### src/rtl/gmsg_fuse.sv
module gmsg_fuse #(
  parameter int DW    = 32,
  parameter int FRAC  = 16,
  parameter int ACC_W = 48
) (
  input  logic          clk,
  input  logic          rst_n,
  input  logic [2*DW-1:0] s_tdata,
  input  logic          s_tvalid,
  input  logic          s_tlast,
  output logic          s_tready,
  output logic [2*DW-1:0] m_tdata,
  output logic          m_tvalid,
  output logic          m_tlast,
  input  logic          m_tready,
  output logic          err_zero
);
  localparam int QW = ACC_W + FRAC;
  localparam int CW = $clog2(QW + 1);

  logic in_busy;
  logic take;
  assign s_tready = !in_busy;
  assign take     = s_tvalid && s_tready;
  assign m_tlast  = m_tvalid;

  logic                 p_v, p_last;
  logic signed [DW-1:0] p_mean, p_prec;

  always_ff @(posedge clk) begin
    if (!rst_n) begin
      p_v <= 1'b0; p_last <= 1'b0; p_mean <= '0; p_prec <= '0;
    end else begin
      p_v <= take;
      if (take) begin
        p_last <= s_tlast;
        p_mean <= s_tdata[2*DW-1:DW];
        p_prec <= s_tdata[DW-1:0];
      end
    end
  end

  logic signed [2*DW-1:0]  prod, prod_sh;
  logic signed [ACC_W-1:0] prod_q, prec_x, acc_p, acc_w, sum_p, sum_w;
  assign prod    = p_mean * p_prec;
  assign prod_sh = prod >>> FRAC;
  assign prod_q  = prod_sh[ACC_W-1:0];
  assign prec_x  = {{(ACC_W-DW){p_prec[DW-1]}}, p_prec};
  assign sum_p   = acc_p + prec_x;
  assign sum_w   = acc_w + prod_q;

  always_ff @(posedge clk) begin
    if (!rst_n) begin
      acc_p <= '0; acc_w <= '0;
    end else if (p_v) begin
      acc_p <= p_last ? '0 : sum_p;
      acc_w <= p_last ? '0 : sum_w;
    end
  end

  logic [ACC_W-1:0] mag_w, mag_p;
  assign mag_w = sum_w[ACC_W-1] ? ACC_W'(-sum_w) : ACC_W'(sum_w);
  assign mag_p = sum_p[ACC_W-1] ? ACC_W'(-sum_p) : ACC_W'(sum_p);

  logic          div_busy, neg;
  logic [CW-1:0] cnt;
  logic [QW-1:0] dvd, quo;
  logic [ACC_W-1:0] rem, den;
  logic [DW-1:0] res_prec;

  logic [ACC_W:0]   trial;
  logic             ge;
  logic [QW-1:0]    q_fin, q_sgn;
  assign trial = {rem, dvd[QW-1]};
  assign ge    = trial >= {1'b0, den};
  assign q_fin = {quo[QW-2:0], ge};
  assign q_sgn = neg ? (~q_fin + 1'b1) : q_fin;

  always_ff @(posedge clk) begin
    if (!rst_n) begin
      in_busy <= 1'b0; div_busy <= 1'b0; neg <= 1'b0; cnt <= '0;
      dvd <= '0; quo <= '0; rem <= '0; den <= '0; res_prec <= '0;
      m_tvalid <= 1'b0; m_tdata <= '0; err_zero <= 1'b0;
    end else begin
      if (take && s_tlast) in_busy <= 1'b1;
      if (m_tvalid && m_tready) begin
        m_tvalid <= 1'b0;
        in_busy  <= 1'b0;
      end
      if (p_v && p_last) begin
        res_prec <= sum_p[DW-1:0];
        if (sum_p == '0) begin
          m_tvalid <= 1'b1;
          m_tdata  <= {{DW{1'b0}}, sum_p[DW-1:0]};
          err_zero <= 1'b1;
        end else begin
          div_busy <= 1'b1;
          cnt      <= CW'(QW);
          dvd      <= {mag_w, {FRAC{1'b0}}};
          den      <= mag_p;
          rem      <= '0;
          quo      <= '0;
          neg      <= sum_w[ACC_W-1] ^ sum_p[ACC_W-1];
        end
      end
      if (div_busy) begin
        rem <= ge ? ACC_W'(trial - {1'b0, den}) : trial[ACC_W-1:0];
        dvd <= dvd << 1;
        quo <= q_fin;
        cnt <= cnt - 1'b1;
        if (cnt == CW'(1)) begin
          div_busy <= 1'b0;
          m_tvalid <= 1'b1;
          m_tdata  <= {q_sgn[DW-1:0], res_prec};
        end
      end
    end
  end
endmodule

### config.mk
export PLATFORM = sky130hd
export DESIGN_NAME = gmsg_fuse
export DESIGN_NICKNAME = d
export VERILOG_FILES = /design/src/rtl/gmsg_fuse.sv
export SDC_FILE = /design/constraint.sdc
export NUM_CORES = 2
export LEC_CHECK = 0
export BUFFER_PORTS_ARGS = -buffer_cell sky130_fd_sc_hd__buf_2
export CORE_MARGIN = 2
export CORE_UTILIZATION = 60
export DETAILED_ROUTE_END_ITERATION = 8
export GPL_TIMING_DRIVEN = 0
export PLACE_DENSITY_LB_ADDON = 0.12
export RECOVER_POWER = 25
export SETUP_SLACK_MARGIN = 0.1
export SYNTH_ARGS = -nofsm -noshare
export SYNTH_HDL_FRONTEND = slang
export SYNTH_SLANG_ARGS = --single-unit
### constraint.sdc
create_clock -name clk -period 13.9 [get_ports clk]
set_input_delay 0.695 -clock clk [delete_from_list [all_inputs] [get_ports clk]]
set_output_delay 0.695 -clock clk [all_outputs]
set_load 0.01 [all_outputs]
Word-level counts from Yosys, hierarchy flattened --
Index checks and enable logic that the tools add are counted.
Storage, ports and cells: bits of input ports 69, register bits 460, logic and storage cells 75, output and inout port bits 68
Operators by class: $mul 1, add/sub/neg operators 7, reductions and logical operators 11, multiplexer cells 31, bitwise logic cells 4, magnitude comparators 1, equal/unequal tests 2
Operator list (count):
- 2-to-1 mux 64 bit | 7
- 2-to-1 mux 48 bit | 8
- negator 48 bit | 2
- 2-to-1 mux 31 bit | 3
- multiplier 32 x 32 -> 64 bit | 1
- >= comparator 49 x 48 -> 1 bit | 1
- adder 48 x 32 -> 48 bit | 1
- adder 48 bit | 1
- zero test 48 bit | 1
- subtractor 48 bit | 1
- adder 32 x 1 -> 32 bit, second input constant | 1
- 2-to-1 mux 32 bit | 1
- inverter 32 bit | 1
- 2-to-1 mux 7 bit | 3
- 2-to-1 mux 1 bit | 9
- == test 7 x 1 -> 1 bit, second input constant | 1
- subtractor 7 x 1 -> 7 bit, second input constant | 1
- AND reduction 2 bit | 3
- logical AND 1 bit | 4
- != test 2 bit, second input constant | 1
- inverter 1 bit | 2
- nonzero test 2 bit | 1
- OR reduction 2 bit | 1
- zero test 1 bit | 1
- XOR 1 bit | 1

Depth between registers and ports, before layout --
depth after elaboration 7, gate-level depth with buffers 46, mapped depth without buffers 43

Worst setup path before layout --
No wires, ideal clock.
kind flip-flop to flip-flop, start register p_prec[8], end register dvd[61], period minus slack after synthesis 10704 ps, setup slack 3196 ps, setup time 129 ps, data required time 13771 ps, data arrival time 10575 ps, buffers on the path 1, cell stages (with the launch flop) 43, cells stage by stage dfxtp_1 clkbuf_1 nand2_1 fa_1 inv_1 fa_1 fa_1 inv_1 fa_1 inv_1 fa_1 inv_1 fa_1 inv_1 fa_1 fa_1 ha_1 nand2_1 [... 7 more ...] a21boi_0 o21a_1 nor2_1 xnor2_1 ha_1 o211ai_1 o21a_1 or3_1 a311oi_1 nor2_1 xor2_1 nand4b_1 nor4b_2 nand4_4 or4b_1 and3_1 o31ai_1 a21oi_1
On the way: word-level cells in the longest chain between the ends 7, elaborated cells on any way between the ends 11, those cells by class add/sub (3); mul (1); eq/ne (1); mux (4); reduce/logical (2)
RTL lines:
- start, declared | RTL line 28 | logic signed [DW-1:0] p_mean, p_prec;
- start signal, assigned | RTL line 38 | p_prec <= s_tdata[DW-1:0];
- multiplier 32 x 32 -> 64 bit | RTL line 45 | assign prod = p_mean * p_prec;
- adder 48 bit | RTL line 50 | assign sum_w = acc_w + prod_q;
- negator 48 bit | RTL line 62 | assign mag_w = sum_w[ACC_W-1] ? ACC_W'(-sum_w) : ACC_W'(sum_w);
- 2-to-1 mux 48 bit | RTL line 62
- 2-to-1 mux 64 bit | RTL line 92 | if (sum_p == '0) begin
- 2-to-1 mux 64 bit | RTL line 90 | if (p_v && p_last) begin
- 2-to-1 mux 64 bit | RTL line 106 | if (div_busy) begin
- end signal, assigned | RTL line 99 | dvd <= {mag_w, {FRAC{1'b0}}};
- end signal, assigned | RTL line 108 | dvd <= dvd << 1;
- end, declared | RTL line 67 | logic [QW-1:0] dvd, quo;
Parallel ways exist; a longest one is shown, timed or not. The select of a mux whose other input is x is not followed. A chain may end at the register's enable or synchronous reset.

Worst setup path after layout --
start register p_prec[24], end register dvd[61]
The elaborated chain is that of the path after synthesis.

==> results by group <==
Status
  – Status: finished, violations left
  – Violated checks: capacitance limit, slew limit

Detailed routing
  – DRT Pass-1 Iters: 6
  – Vias: between 50000 and 60000
  – # DRC: 0
  – Wire per inst: 24.55 um
  – Initial DRC count: 5266
  – DRT Wirelength: between 200000 and 250000 um
  – Routed vias/inst: 6.037
  – Antenna-violating nets left: 0

Synthesis
  – Synth Area in Adders: 0.4121
  – Post-synthesis sequential area ratio: 0.1421
  – FFs w/ async S/R, synth: 0
  – Total number of yosys warnings: 0
  – Syn_area_per_cell: 8.490 um^2
  – Syn_nets: 8865
  – Post-synthesis xor/xnor area fraction: 0.03508
  – Mapped Cells: 7382
  – Largest family of logic cells by synthesized area: adder cells
  – Mux cell area share after synthesis: 0.001817
  – Top_reg_cell synth: dfxtp_1
  – Netlist cell types: 98
  – Post-synth EDFFs: 0
  – Simple-gate share of the synthesized area: 0.1861
  – Synth Cell Area: 0.06268 mm^2
  – Synthesis-stage register bit count: about 450
  – Complex-gate fraction of the synthesized area: 0.1318

Layout
  – Final instance area: approximately 0.067 mm^2
  – Layout cells sized above 1: 0.04227
  – Final net count: between 9000 and 10000
  – Commonest non-fill, non-tap cells in the layout: nand2_1 (1102), fa_1 (1082), inv_1 (1058)
  – Commonest non-fill, non-tap cell in the layout: nand2_1
  – Fin util: 0.6472
  – Layout area overhead: 6.881%
  – Filler cells: approximately 9100

Power
  – P_leak: 29.67 nW
  – Reg power frac: 0.166
  – Total power: roughly 8.7 mW
  – Sw Share: 0.5214
  – Maximum vdd ir drop: 0.0003749 V
  – Clk pwr share: 0.171
  – Combinational power share: 0.663
  – PwrDens: ~130 mW/mm^2
  – Cell Int Power: between 4 and 5 mW
  – P_sw: 4.539 mW

GRT
  – Vias in the first global route: between 50000 and 60000
  – First-pass GRT wire length: 335900 um
  – Largest net degree at the start of global routing: 26
  – Total grt overflow: 0
  – Tot GR Track Use: 0.4188
  – Initial antenna violation count: 10

Clock tree
  – Clk slew on worst S/H paths: 0.06 ns
  – Clock Sinks: 445
  – Worst-case clock buffer depth: 3
  – Clk root buf: clkbuf_16
  – Total CTS buffers: 53
  – CTS tree: built
  – H-Tree Depth: 2
  – Later-pin clock latency in the skew report: 0.68 ns

Critical path
  – Crit path max-delay cell type: dfxtp_1
  – CP max FO: 10
  – Critical path type: reg -> reg
  – Crit path launch type: register
  – Crit-path most repeated cell: fa_1
  – Max incr delay on CP: between 0.9 and 1 ns
  – Worst setup EP type: register
  – CP arrival: 13.97 ns
  – Critical Path RT: approximately 14 ns

Min path
  – Hold WC Path Type: in -> reg

STA
  – Least-Margin Pin Slew: between 1.5 and 2 ns
  – Final hold vios: 0
  – Final hold slack: 0.2194 ns
  – Crit path time final: roughly 13 ns
  – Clk_skew: 0.04684 ns
  – Setup violators final: 0
  – Final cycle utilization of the critical path: 0.9679
  – RSZ-0062 raised after global routing: no
  – Max transition margin: -0.01852
  – Final Max Slew Viols: 6
  – Fmax: 0.07433 GHz

Die
  – Core Rows: roughly 120
  – Initial Util: 0.6056
  – Io pins: between 100 and 150
  – Die area: ~0.11 mm^2
  – Die Width: 327.2 um
  – Core area: 0.1035 mm^2
  – Die height: 327.2 um

Placement
  – Detailed placement HPWL: 181700 um
  – IO buf count: about 140
  – Gpl congestion: 1.015
  – Placed cell area: 0.06509 mm^2

Job
  – Max-capacitance violation count: 1
## routing by layer
metal	global-route usage	vias up	wire [um]
met5	0	-	60
met4	0.2131	8	13900
met3	0.08908	577	21520
met2	0.6598	2669	99890
met1	0.5482	27100	85570
li1	-	23990	-
## cell usage after synthesis, drive strengths merged, types with 11 or more instances
| master | instances | area share |
|---|---|---|
| nand3 | 185 | 0.015 |
| o21ai | 212 | 0.017 |
| nor3 | 69 | 0.0056 |
| or4 | 11 | 0.0013 |
| a211o | 13 | 0.0018 |
| or3 | 34 | 0.0034 |
| nor2b | 31 | 0.0031 |
| and4 | 11 | 0.0015 |
| ha | 330 | 0.066 |
| clkbuf | 378 | 0.023 |
| a2111oi | 13 | 0.0021 |
| nor4 | 26 | 0.0028 |
| o41ai | 12 | 0.0018 |
| o211ai | 50 | 0.0061 |
| a211oi | 73 | 0.0089 |
| inv | 1058 | 0.063 |
| a311oi | 14 | 0.0022 |
| nand2b | 37 | 0.0037 |
| nor2 | 365 | 0.022 |
| and2 | 462 | 0.046 |
| xor2 | 93 | 0.013 |
| xnor2 | 158 | 0.022 |
| dfxtp | 445 | 0.14 |
| o31ai | 40 | 0.0049 |
| a22oi | 66 | 0.0079 |
| o21bai | 28 | 0.0034 |
| a21o | 93 | 0.011 |
| and3 | 38 | 0.0038 |
| buf | 48 | 0.0045 |
| or2 | 12 | 0.0012 |
| a21oi | 487 | 0.039 |
| fa | 1084 | 0.35 |
| nand2 | 1102 | 0.066 |
| a21boi | 17 | 0.0020 |
| a31oi | 45 | 0.0045 |
| nand4 | 42 | 0.0044 |
| o21a | 67 | 0.0080 |
## power by group through the flow
stage	combinational, mW	sequential, mW	clock, mW
floorplan	3.85	1.42	0
global placement	5.48	1.47	0
detailed placement	5.52	1.47	0
CTS	5.59	1.44	1.50
global route	6.25	1.45	1.54
finish	5.77	1.45	1.49
## area by class of cell
| class | instances | area, um^2 | area share |
|---|---|---|---|
| antenna | 4 | 10.01 | 0.0001494 |
| tap | 1380 | 1727 | 0.02578 |
| multi-input combinational | 5450 | 48120 | 0.7183 |
| inverter | 1059 | 3979 | 0.05940 |
| clock buffer | 76 | 1563 | 0.02333 |
| sequential | 445 | 8925 | 0.1332 |
| timing repair buffer | 137 | 600.6 | 0.008965 |
| buffer | 428 | 1792 | 0.02675 |
| clock inverter | 22 | 274.0 | 0.004090 |
## cells by family after synthesis
kind of cell / after synthesis
AO/OA/AOI/OAI: 1306
XOR/XNOR: 251
adder cells (fa/ha/maj): 1414
buffers and inverters: 1487
flip-flops: 445
multiplexers: 11
AND/OR/NAND/NOR: 2468
## flip-flops by register name, indices dropped and copies added, names as in the netlist, 48 cells and up
signal,cells
acc_p,48
acc_w,48
den,48
dvd,48
m_tdata,64
rem,48
## worst max-delay path: cells and delay by family (launching register included)
family                     cells  cell delay [ns]
buffers and inverters          5             1.08
DFF                            1             0.95
and+or+nand+nor               11             2.96
adders and majority gates     10             4.72
xor gates and xnor gates       1             0.40
AOI/OAI and AO/OA             10             3.12
## path summary, 6_finish.rpt
kind                            cells past startpoint  slack, ns                    start                     end
worst min-delay path                                2       0.22                 m_tready    in_busy$_SDFFE_PP0P_
worst max-delay path                               37       0.45  p_prec[24]$_SDFFE_PN0P_    dvd[61]$_SDFFE_PN0P_
worst min register to register                      2       0.45   m_tdata[47]$_SDFF_PN0_  m_tdata[47]$_SDFF_PN0_
worst max register to register                     37       0.45  p_prec[24]$_SDFFE_PN0P_    dvd[61]$_SDFFE_PN0P_
## stage by stage
stage | instances | worst slack [ns] | setup TNS [ns]
detailed placement | 8899 | -0.7894 | -22.44
global route | 8997 | 0.1161 | 0
finish | 9001 | 0.4463 | 0
global placement | 8898 | -0.8446 | -25.38
floorplan | 7382 | 3.196 | 0
CTS | 8997 | 0.2473 | 0
## timing repair
| item | in CTS | in global routing |
|---|---|---|
| gates resized for setup | 16 | 116 |
| endpoints found under the setup margin | 49 | 49 |
| buffers inserted | 0 | 0 |
| hold buffers | 0 | 0 |
| pin swaps | 0 | 0 |
Power figures use the tool's default switching activity.
